`src/rtl/bms_pkg.sv`:
```
package bms_pkg;

    typedef enum logic [2:0] {
        ST_IDLE = 3'd0,
        ST_ACC0 = 3'd1,
        ST_ACC1 = 3'd2,
        ST_CAP  = 3'd3,
        ST_FIN  = 3'd4
    } seq_st_e;

    localparam logic       SPACE_RAM = 1'b0;
    localparam logic       SPACE_DEV = 1'b1;

    localparam logic [1:0] MODE_ABS  = 2'd0;
    localparam logic [1:0] MODE_ZP   = 2'd1;
    localparam logic [1:0] MODE_REL  = 2'd2;

endpackage

```
`src/rtl/bms_addr_gen.sv`:
```
module bms_addr_gen
    import bms_pkg::*;
#(
    parameter int AW = 16,
    parameter int SW = 8
) (
    input  logic          space,
    input  logic [1:0]    mode,
    input  logic [AW-1:0] base,
    input  logic [AW-1:0] pc,
    output logic [AW-1:0] ea,
    output logic          narrow
);
    localparam int HW = AW - SW;

    logic [SW-1:0] short_a;
    logic [AW-1:0] zext_a;
    logic [AW-1:0] sext_a;
    logic [AW-1:0] rel_a;

    assign short_a = base[SW-1:0];
    assign zext_a  = {{HW{1'b0}}, short_a};
    assign sext_a  = {{HW{short_a[SW-1]}}, short_a};
    assign rel_a   = pc + sext_a;

    always_comb begin
        ea     = zext_a;
        narrow = 1'b1;
        if (space == SPACE_RAM) begin
            unique case (mode)
                MODE_ZP: begin
                    ea     = zext_a;
                    narrow = 1'b1;
                end
                MODE_REL: begin
                    ea     = rel_a;
                    narrow = 1'b0;
                end
                default: begin
                    ea     = base;
                    narrow = 1'b0;
                end
            endcase
        end
    end

endmodule

```
`src/rtl/bms_addr_incr.sv`:
```
module bms_addr_incr #(
    parameter int AW = 16,
    parameter int SW = 8
) (
    input  logic [AW-1:0] cur,
    input  logic          narrow,
    output logic [AW-1:0] nxt
);
    generate
        if (SW >= AW) begin : g_flat
            logic unused_narrow;
            assign unused_narrow = narrow;
            assign nxt = cur + {{(AW-1){1'b0}}, 1'b1};
        end else begin : g_split
            logic [SW-1:0]    lo_inc;
            logic             lo_carry;
            logic [AW-SW-1:0] hi_inc;

            assign {lo_carry, lo_inc} = {1'b0, cur[SW-1:0]} + {{SW{1'b0}}, 1'b1};
            assign hi_inc = cur[AW-1:SW] + {{(AW-SW-1){1'b0}}, lo_carry};
            assign nxt    = narrow ? {cur[AW-1:SW], lo_inc} : {hi_inc, lo_inc};
        end
    endgenerate

endmodule

```
`src/rtl/bms_rd_capture.sv`:
```
module bms_rd_capture #(
    parameter int BW = 8
) (
    input  logic            clk,
    input  logic            rst_n,
    input  logic            clr,
    input  logic            cap_hi,
    input  logic            cap_lo,
    input  logic [BW-1:0]   din,
    output logic [2*BW-1:0] word
);
    logic [BW-1:0] hi_d, hi_q;
    logic [BW-1:0] lo_d, lo_q;

    always_comb begin
        hi_d = hi_q;
        lo_d = lo_q;
        if (clr) begin
            hi_d = '0;
            lo_d = '0;
        end else begin
            if (cap_hi) hi_d = din;
            if (cap_lo) lo_d = din;
        end
    end

    always_ff @(posedge clk or negedge rst_n) begin
        if (!rst_n) begin
            hi_q <= '0;
            lo_q <= '0;
        end else begin
            hi_q <= hi_d;
            lo_q <= lo_d;
        end
    end

    assign word = {hi_q, lo_q};

endmodule

```
`src/rtl/bytemem_seq.sv`:
```
module bytemem_seq
    import bms_pkg::*;
#(
    parameter int AW = 16,
    parameter int SW = 8,
    parameter int BW = 8
) (
    input  logic            clk,
    input  logic            rst_n,
    input  logic            req_valid,
    input  logic            req_space,
    input  logic [1:0]      req_mode,
    input  logic            req_word,
    input  logic            req_write,
    input  logic [AW-1:0]   req_addr,
    input  logic [AW-1:0]   req_pc,
    input  logic [2*BW-1:0] req_wdata,
    output logic            busy,
    output logic            done,
    output logic [2*BW-1:0] rdata,
    output logic            mem_en,
    output logic            mem_we,
    output logic            mem_dev,
    output logic [AW-1:0]   mem_addr,
    output logic [BW-1:0]   mem_wdata,
    input  logic [BW-1:0]   mem_rdata
);
    localparam int DW = 2 * BW;

    typedef struct packed {
        seq_st_e       st;
        logic [AW-1:0] addr;
        logic          narrow;
        logic          word;
        logic          write;
        logic          space;
        logic [DW-1:0] wdata;
        logic          busy;
    } seq_s;

    seq_s seq_d, seq_q;

    logic [AW-1:0] ea;
    logic          ea_narrow;
    logic [AW-1:0] addr_nxt;
    logic          cap_clr;
    logic          cap_hi;
    logic          cap_lo;

    bms_addr_gen #(.AW(AW), .SW(SW)) u_addr_gen (
        .space  (req_space),
        .mode   (req_mode),
        .base   (req_addr),
        .pc     (req_pc),
        .ea     (ea),
        .narrow (ea_narrow)
    );

    bms_addr_incr #(.AW(AW), .SW(SW)) u_addr_incr (
        .cur    (seq_q.addr),
        .narrow (seq_q.narrow),
        .nxt    (addr_nxt)
    );

    bms_rd_capture #(.BW(BW)) u_capture (
        .clk    (clk),
        .rst_n  (rst_n),
        .clr    (cap_clr),
        .cap_hi (cap_hi),
        .cap_lo (cap_lo),
        .din    (mem_rdata),
        .word   (rdata)
    );

    always_comb begin
        seq_d     = seq_q;
        cap_clr   = 1'b0;
        cap_hi    = 1'b0;
        cap_lo    = 1'b0;
        mem_en    = 1'b0;
        mem_we    = 1'b0;
        mem_wdata = seq_q.wdata[BW-1:0];
        unique case (seq_q.st)
            ST_IDLE: begin
                if (req_valid) begin
                    seq_d.st     = ST_ACC0;
                    seq_d.addr   = ea;
                    seq_d.narrow = ea_narrow;
                    seq_d.word   = req_word;
                    seq_d.write  = req_write;
                    seq_d.space  = req_space;
                    seq_d.wdata  = req_wdata;
                    seq_d.busy   = 1'b1;
                    cap_clr      = 1'b1;
                end
            end
            ST_ACC0: begin
                mem_en = 1'b1;
                mem_we = seq_q.write;
                if (seq_q.word) begin
                    mem_wdata  = seq_q.wdata[DW-1:BW];
                    seq_d.addr = addr_nxt;
                    seq_d.st   = ST_ACC1;
                end else begin
                    seq_d.st   = seq_q.write ? ST_FIN : ST_CAP;
                end
            end
            ST_ACC1: begin
                mem_en = 1'b1;
                mem_we = seq_q.write;
                cap_hi = !seq_q.write;
                seq_d.st = seq_q.write ? ST_FIN : ST_CAP;
            end
            ST_CAP: begin
                cap_lo   = 1'b1;
                seq_d.st = ST_FIN;
            end
            ST_FIN: begin
                seq_d.st   = ST_IDLE;
                seq_d.busy = 1'b0;
            end
            default: begin
                seq_d.st   = ST_IDLE;
                seq_d.busy = 1'b0;
            end
        endcase
    end

    always_ff @(posedge clk or negedge rst_n) begin
        if (!rst_n) begin
            seq_q.st     <= ST_IDLE;
            seq_q.addr   <= '0;
            seq_q.narrow <= 1'b0;
            seq_q.word   <= 1'b0;
            seq_q.write  <= 1'b0;
            seq_q.space  <= 1'b0;
            seq_q.wdata  <= '0;
            seq_q.busy   <= 1'b0;
        end else begin
            seq_q <= seq_d;
        end
    end

    assign busy     = seq_q.busy;
    assign done     = (seq_q.st == ST_FIN);
    assign mem_dev  = seq_q.space;
    assign mem_addr = seq_q.addr;

endmodule

```
`config.mk`:
```
export PLATFORM = sky130hd
export DESIGN_NAME = bytemem_seq
export DESIGN_NICKNAME = d
export VERILOG_FILES = /design/src/rtl/bms_pkg.sv /design/src/rtl/bms_addr_gen.sv /design/src/rtl/bms_addr_incr.sv /design/src/rtl/bms_rd_capture.sv /design/src/rtl/bytemem_seq.sv
export SDC_FILE = /design/constraint.sdc
export NUM_CORES = 1
export LEC_CHECK = 0
export ABC_CLOCK_PERIOD_IN_PS = 4800
export CAP_MARGIN = 20
export CELL_PAD_IN_SITES_DETAIL_PLACEMENT = 1
export CELL_PAD_IN_SITES_GLOBAL_PLACEMENT = 1
export CORE_MARGIN = 2
export CORE_UTILIZATION = 30
export DETAILED_ROUTE_END_ITERATION = 7
export PLACE_DENSITY = 0.73
export SYNTH_ARGS = -nofsm -noshare
export SYNTH_HDL_FRONTEND = slang
export SYNTH_SLANG_ARGS = --single-unit
export TNS_END_PERCENT = 30
```
`constraint.sdc`:
```
create_clock -name clk -period 4.8 [get_ports clk]
set_input_delay 0.72 -clock clk [delete_from_list [all_inputs] [get_ports clk]]
set_output_delay 0.72 -clock clk [all_outputs]
set_load 0.03 [all_outputs]
```
# Word-level counts from Yosys, hierarchy flattened
# Index checks and enable logic that the tools add are counted.
classes:
  addsub: 3
  n_eq_ne: 9
  n_mux: 24
  n_bitwise: 1
  n_reduce_logical: 11
ops:
  columns: ["operator", "count"]
  rows:
  - ["case mux 16 bit (2 select lines)", 2]
  - ["2-to-1 mux 16 bit", 3]
  - ["2-to-1 mux 8 bit", 6]
  - ["2-to-1 mux 40 bit", 1]
  - ["adder 16 bit", 1]
  - ["case mux 3 bit (4 select lines)", 1]
  - ["adder 8 x 1 -> 9 bit, second input constant", 1]
  - ["adder 8 x 1 -> 8 bit", 1]
  - ["2-to-1 mux 1 bit", 8]
  - ["equality test 3 x 2 -> 1 bit, second input constant", 2]
  - ["2-to-1 mux 3 bit", 2]
  - ["inequality test 2 bit, second input constant", 3]
  - ["nonzero test 2 bit", 3]
  - ["AND reduction 2 bit", 2]
  - ["AND reduction 4 bit", 1]
  - ["equality test 3 x 1 -> 1 bit, second input constant", 1]
  - ["equality test 3 bit, second input constant", 1]
  - ["logical NOT 3 bit", 1]
  - ["AND reduction 3 bit", 1]
  - ["OR reduction 3 bit", 1]
  - ["equality test 2 x 1 -> 1 bit, second input constant", 1]
  - ["equality test 2 bit, second input constant", 1]
  - ["case mux 1 bit (2 select lines)", 1]
  - ["OR reduction 2 bit", 1]
  - ["2 further kinds", 2]
word_totals:
  register_bits: 56
  in_bits: 64
  output_inout_bits: 45
  wordCells: 59

# Logic depth before layout (Yosys ltp)
depth:
  word_depth: 5
  depth_mapped: 11
  ltp_nobuf: 11

# Modules after synthesis
# From an unflattened synthesis, not the netlist that was laid out.
unflattened:
  cells_unflattened: 380
  area_unflattened_um2: 3885.0
modules_own_cells:
  columns: ["mod", "instances", "cells_per_inst", "area_per_inst_um2"]
  rows:
  - ["bytemem_seq", 1, 150, 1943.1]
  - ["bms_addr_gen", 1, 143, 999.7]
  - ["bms_rd_capture", 1, 52, 659.4]
  - ["bms_addr_incr", 1, 35, 282.8]

# Least setup slack after synthesis
# OpenSTA, ideal clock, no wires.
synth_timing:
  kind: "input -> register"
  startpoint: "input port req_addr[0]"
  endpoint: "register seq_q, in the netlist mem_addr[14]"
  setup_ps: 131
  t_arrival_ps: 2509
  required_ps: 4669
  path_slack_ps: 2160
  cell_stages: 10
  path_buffers: 0
  cell_sequence: "ha_1 -> inv_1 -> fa_1 -> nor2b_4 -> o21ai_2 -> nand3_2 -> a221o_1 -> a41o_1 -> nor4b_4 -> or3_1"
synth_between:
  elab_chain_cells: 5
synth_rtl:
  columns: ["element", "line", "source"]
  rows:
  - ["start: declaration", "bytemem_seq.sv:15", "input logic [AW-1:0] req_addr,"]
  - ["adder 16 bit", "bms_addr_gen.sv:24", "assign rel_a = pc + sext_a;"]
  - ["case mux 16 bit (2 select lines)", "bms_addr_gen.sv:30", "unique case (mode)"]
  - ["2-to-1 mux 16 bit", "bms_addr_gen.sv:29", "if (space == SPACE_RAM) begin"]
  - ["2-to-1 mux 40 bit", "bytemem_seq.sv:85", "if (req_valid) begin"]
  - ["case mux 16 bit (2 select lines)", "bytemem_seq.sv:83", "unique case (seq_q.st)"]
  - ["end signal: assignment", "bytemem_seq.sv:140", "seq_q <= seq_d;"]
  - ["end: declaration", "bytemem_seq.sv:41", "seq_s seq_d, seq_q;"]
# No other way between the ends. The select of a mux whose other input is x is not followed.
# A chain may end at the register's enable or synchronous reset.

# Worst setup path after layout
layout_timing:
  startpoint: "register seq_q[37] (netlist name)"
  endpoint: "output port mem_wdata[5]"
layout_between:
  elab_chain_cells: 2
layout_rtl:
  columns: ["element", "line", "source"]
  rows:
  - ["equality test 3 x 1 -> 1 bit", "bytemem_seq.sv:83", null]
  - ["2-to-1 mux 8 bit", "bytemem_seq.sv:83", null]
  - ["end: declaration", "bytemem_seq.sv:25", "output logic [BW-1:0] mem_wdata,"]
# No other way between the ends.

==> flow_summary_export.csv <==
group,metric,value,unit
route,drcViolationCount,0,
die,core_area,0.0120,sq mm
synth,avgSynthCellArea,8.34,sq um
route,wirelength,11200,microns
clocking,cts_tree,"done",
finish,multi_input_area,0.00205,sq mm
power_and_ir_drop,p_leak,0.00212,uW
timing,tns,0,ps
timing,worst_slew_pin_slew,896,ps
worst_setup_path,cp.required,4080,ps
timing,rsz0062_at_grt,"false",
placed_design,post_dp_cell_area,0.00478,sq mm
timing,timing.final.crit_share,73.3,%
grt,grt_overflow_total,0,
power_and_ir_drop,cellPowerDensity,582,mW/mm^2
worst_setup_path,rr_worst_depth,10,
route,wl_met2,5620,microns
timing,timing.fmax,0.284,GHz
grt,grt_max_degree,57,
route,routedWlPerCell,16.7,microns
synth,ys_warn_count,0,
worst_setup_path,cp-end-kind,"output pin",
grt,track_usage,17.4,%
synth,synth_edf_count,0,
finish,layout-drive-gt1-share,6.10,%
grt,first_global_vias,3803,
placed_design,io_buffers,108,
finish,final-seq-area,0.00140,sq mm
worst_setup_path,crit_arrival,2800,ps
hold_path,worstHoldStart,"seq_q[8]",
die,start_util,30.7,%
worst_setup_path,r2r_setup_slack,2000,ps
hold_path,hold_class,"reg -> reg",
placed_design,place.gp.congestion,0.865,
clocking,post_cts_buffers,0,
route,antenna_left,0,
synth,netlist_area,0.00368,sq mm
timing,setup_viol,0,
timing,fin_skew,6.97,ps
run,drv_cap,0,
timing,whs,483,ps
synth,synth_flop_cell,"dfrtp_1",
clocking,cts_buffer_depth,2,
die,row_count,40,
route,wl_met1,4950,microns
placed_design,hpwl,8620,microns
synth,ys_ff_latch,56,
clocking,clk_latency,290,ps
route,top_layer_used,"met4",
die,die-width,115,microns
clocking,cts_made_buffers,5,
route,viasPerCell,5.19,
finish,final_cells,672,
synth,synth.net_count,527,
hold_path,holdPathEnd,"seq_q[8]",
hold_path,holdPathStages,2,
power_and_ir_drop,peakVddDrop,0.000212,V
clocking,ctsHtreeMaxLevel,2,
grt,grt_pass1_wl,18800,microns
finish,areaGrowthSynthToFinish,33.8,%
worst_setup_path,start_kind,"register",
clocking,hold_buffers,0,
clocking,cts_sinks,56,
timing,relSlewSlack,39.9,%
synth,netlist_instances,442,
synth,async_flop_share,100,%
outcome,status,"finished clean",
synth,ys_seq_area_share,38.0,%
die,io_pins,109,
worst_setup_path,cp_max_fo,21,
finish,fill_cells,1441,
placed_design,pre_cts_slack,1500,ps
clocking,clkTransAtPathRegs,80,ps
finish,final_nets,609,
timing,fin_ws,1280,ps
synth,synth_cell_types,59,
clocking,cts.repair.resized,0,
timing,period_needed,3520,ps
timing,slew_violations,0,
clocking,root_buffer,"clkbuf_16",
finish,antenna_cells,0,
timing,hold_viol,0,
route,drtIter0Drc,141,
die,die-height,115,microns
finish,final_cell_area,0.00493,sq mm
route,vias,3490,
placed_design,place_inst,664,
grt,antenna_found_initial,0,
worst_setup_path,worstReg2RegStart,"mem_addr[0]",
worst_setup_path,reg2reg_to,"mem_addr[14]",
worst_setup_path,path_class,"reg -> out",
route,met3_length,389,microns
die,die-area,0.0132,sq mm
route,drtPass1Iterations,4,
## worst max-delay path, cell delays in order, from the launching register on
cell and delay (ps):
dfrtp_1 740, and2_0 210, buf_4 210, nand2_1 320, mux2_2 350, clkdlybuf4s50_1 660
## how the worst max path moves through the flow
stage | slack (ps) | startpoint | depth (start not counted) | to
final | 1280 | seq_q[37] | 5 | mem_wdata[5]
after detailed placement | 1500 | req_addr[7] | 7 | mem_addr[14]
after global placement | 1540 | req_addr[7] | 7 | mem_addr[14]
after floorplan | 2160 | req_addr[0] | 10 | mem_addr[14]
after CTS | 1270 | seq_q[37] | 5 | mem_wdata[0]
after global routing | 1060 | seq_q[37] | 5 | mem_wdata[2]
## routing by layer
layer,vias to the layer above,GRT usage (%)
li1,1704,-
met1,1703,22.1
met2,64,31.0
met3,19,2.69
met4,0,4.58
met5,-,0
## layout make-up
| cell class | instances | area share, % |
|---|---|---|
| flip-flops and latches | 56 | 28.4 |
| clock inverters | 3 | 0.558 |
| clock buffers | 5 | 2.54 |
| multi-input cells | 340 | 41.6 |
| repair buffers | 112 | 22.4 |
| well taps | 147 | 3.73 |
| inverters | 9 | 0.685 |
## sequential cells by signal, indices dropped and copies added, names as in the netlist
register and cells:
u_capture.lo_q 8, mem_dev 1, busy 1, seq_q 22, u_capture.hi_q 8, mem_addr 16
## cell usage after synthesis, types with 3 or more instances
master,n,area (sq um)
and3_1,7,43.8
a221oi_1,3,26.3
nor2_1,24,90.1
buf_4,16,120
ha_1,20,250
nand3_1,20,100
mux2_2,8,90.1
o21ai_0,23,115
inv_1,9,33.8
dfrtp_1,56,1400
and2_1,3,18.8
nand2_1,101,379
nor3b_1,3,22.5
a21o_1,4,30.0
or3_1,3,18.8
a22oi_1,6,45.0
nor3_1,4,20.0
xnor2_1,8,70.1
clkbuf_1,18,67.6
a21oi_1,39,195
o21a_1,4,30.0
nand4_1,4,25.0
a31oi_1,6,37.5
o21ai_1,5,25.0
xor2_1,5,43.8
## power breakdown
group	switching, uW	leakage [uW]	total (uW)	internal [uW]
Combinational	928	0.00133	1570	644
Sequential	227	0.000720	919	692
Clock	179	0.0000719	377	199
Total	1330	0.00212	2870	1530
## stage by stage
| stage | total power (uW) | utilization [%] |
|---|---|---|
| floorplan | 1940 | - |
| global placement | 2470 | 39.8 |
| detailed placement | 2510 | 39.8 |
| CTS | 2910 | 41.1 |
| global route | 3080 | 41.1 |
| finish | 2870 | 41.1 |
## kinds of logic after synthesis
logic type               share of synthesized area, %
AO/OA/AOI/OAI                                    18.7
XOR/XNOR                                         3.09
adder cells (fa/ha/maj)                          7.33
buffers and inverters                            6.38
flip-flops                                       38.0
multiplexers                                     2.44
AND/OR/NAND/NOR                                  24.0
## cell usage in the layout, fill, tap and decap left out, drive strengths merged, types with 5 or more instances in the layout
cell type,synthesis,routed
buf,19,5
a22oi,6,6
xor2,5,5
and3,9,9
ha,20,20
clkbuf,18,5
xnor2,8,8
mux2,8,8
inv,9,10
nor2,25,25
o21ai,29,29
clkdlybuf4s50,0,107
nand2,102,102
a31oi,6,6
a21oi,39,39
dfrtp,56,56
nand3,21,21
(Power assumes the default switching activity.)
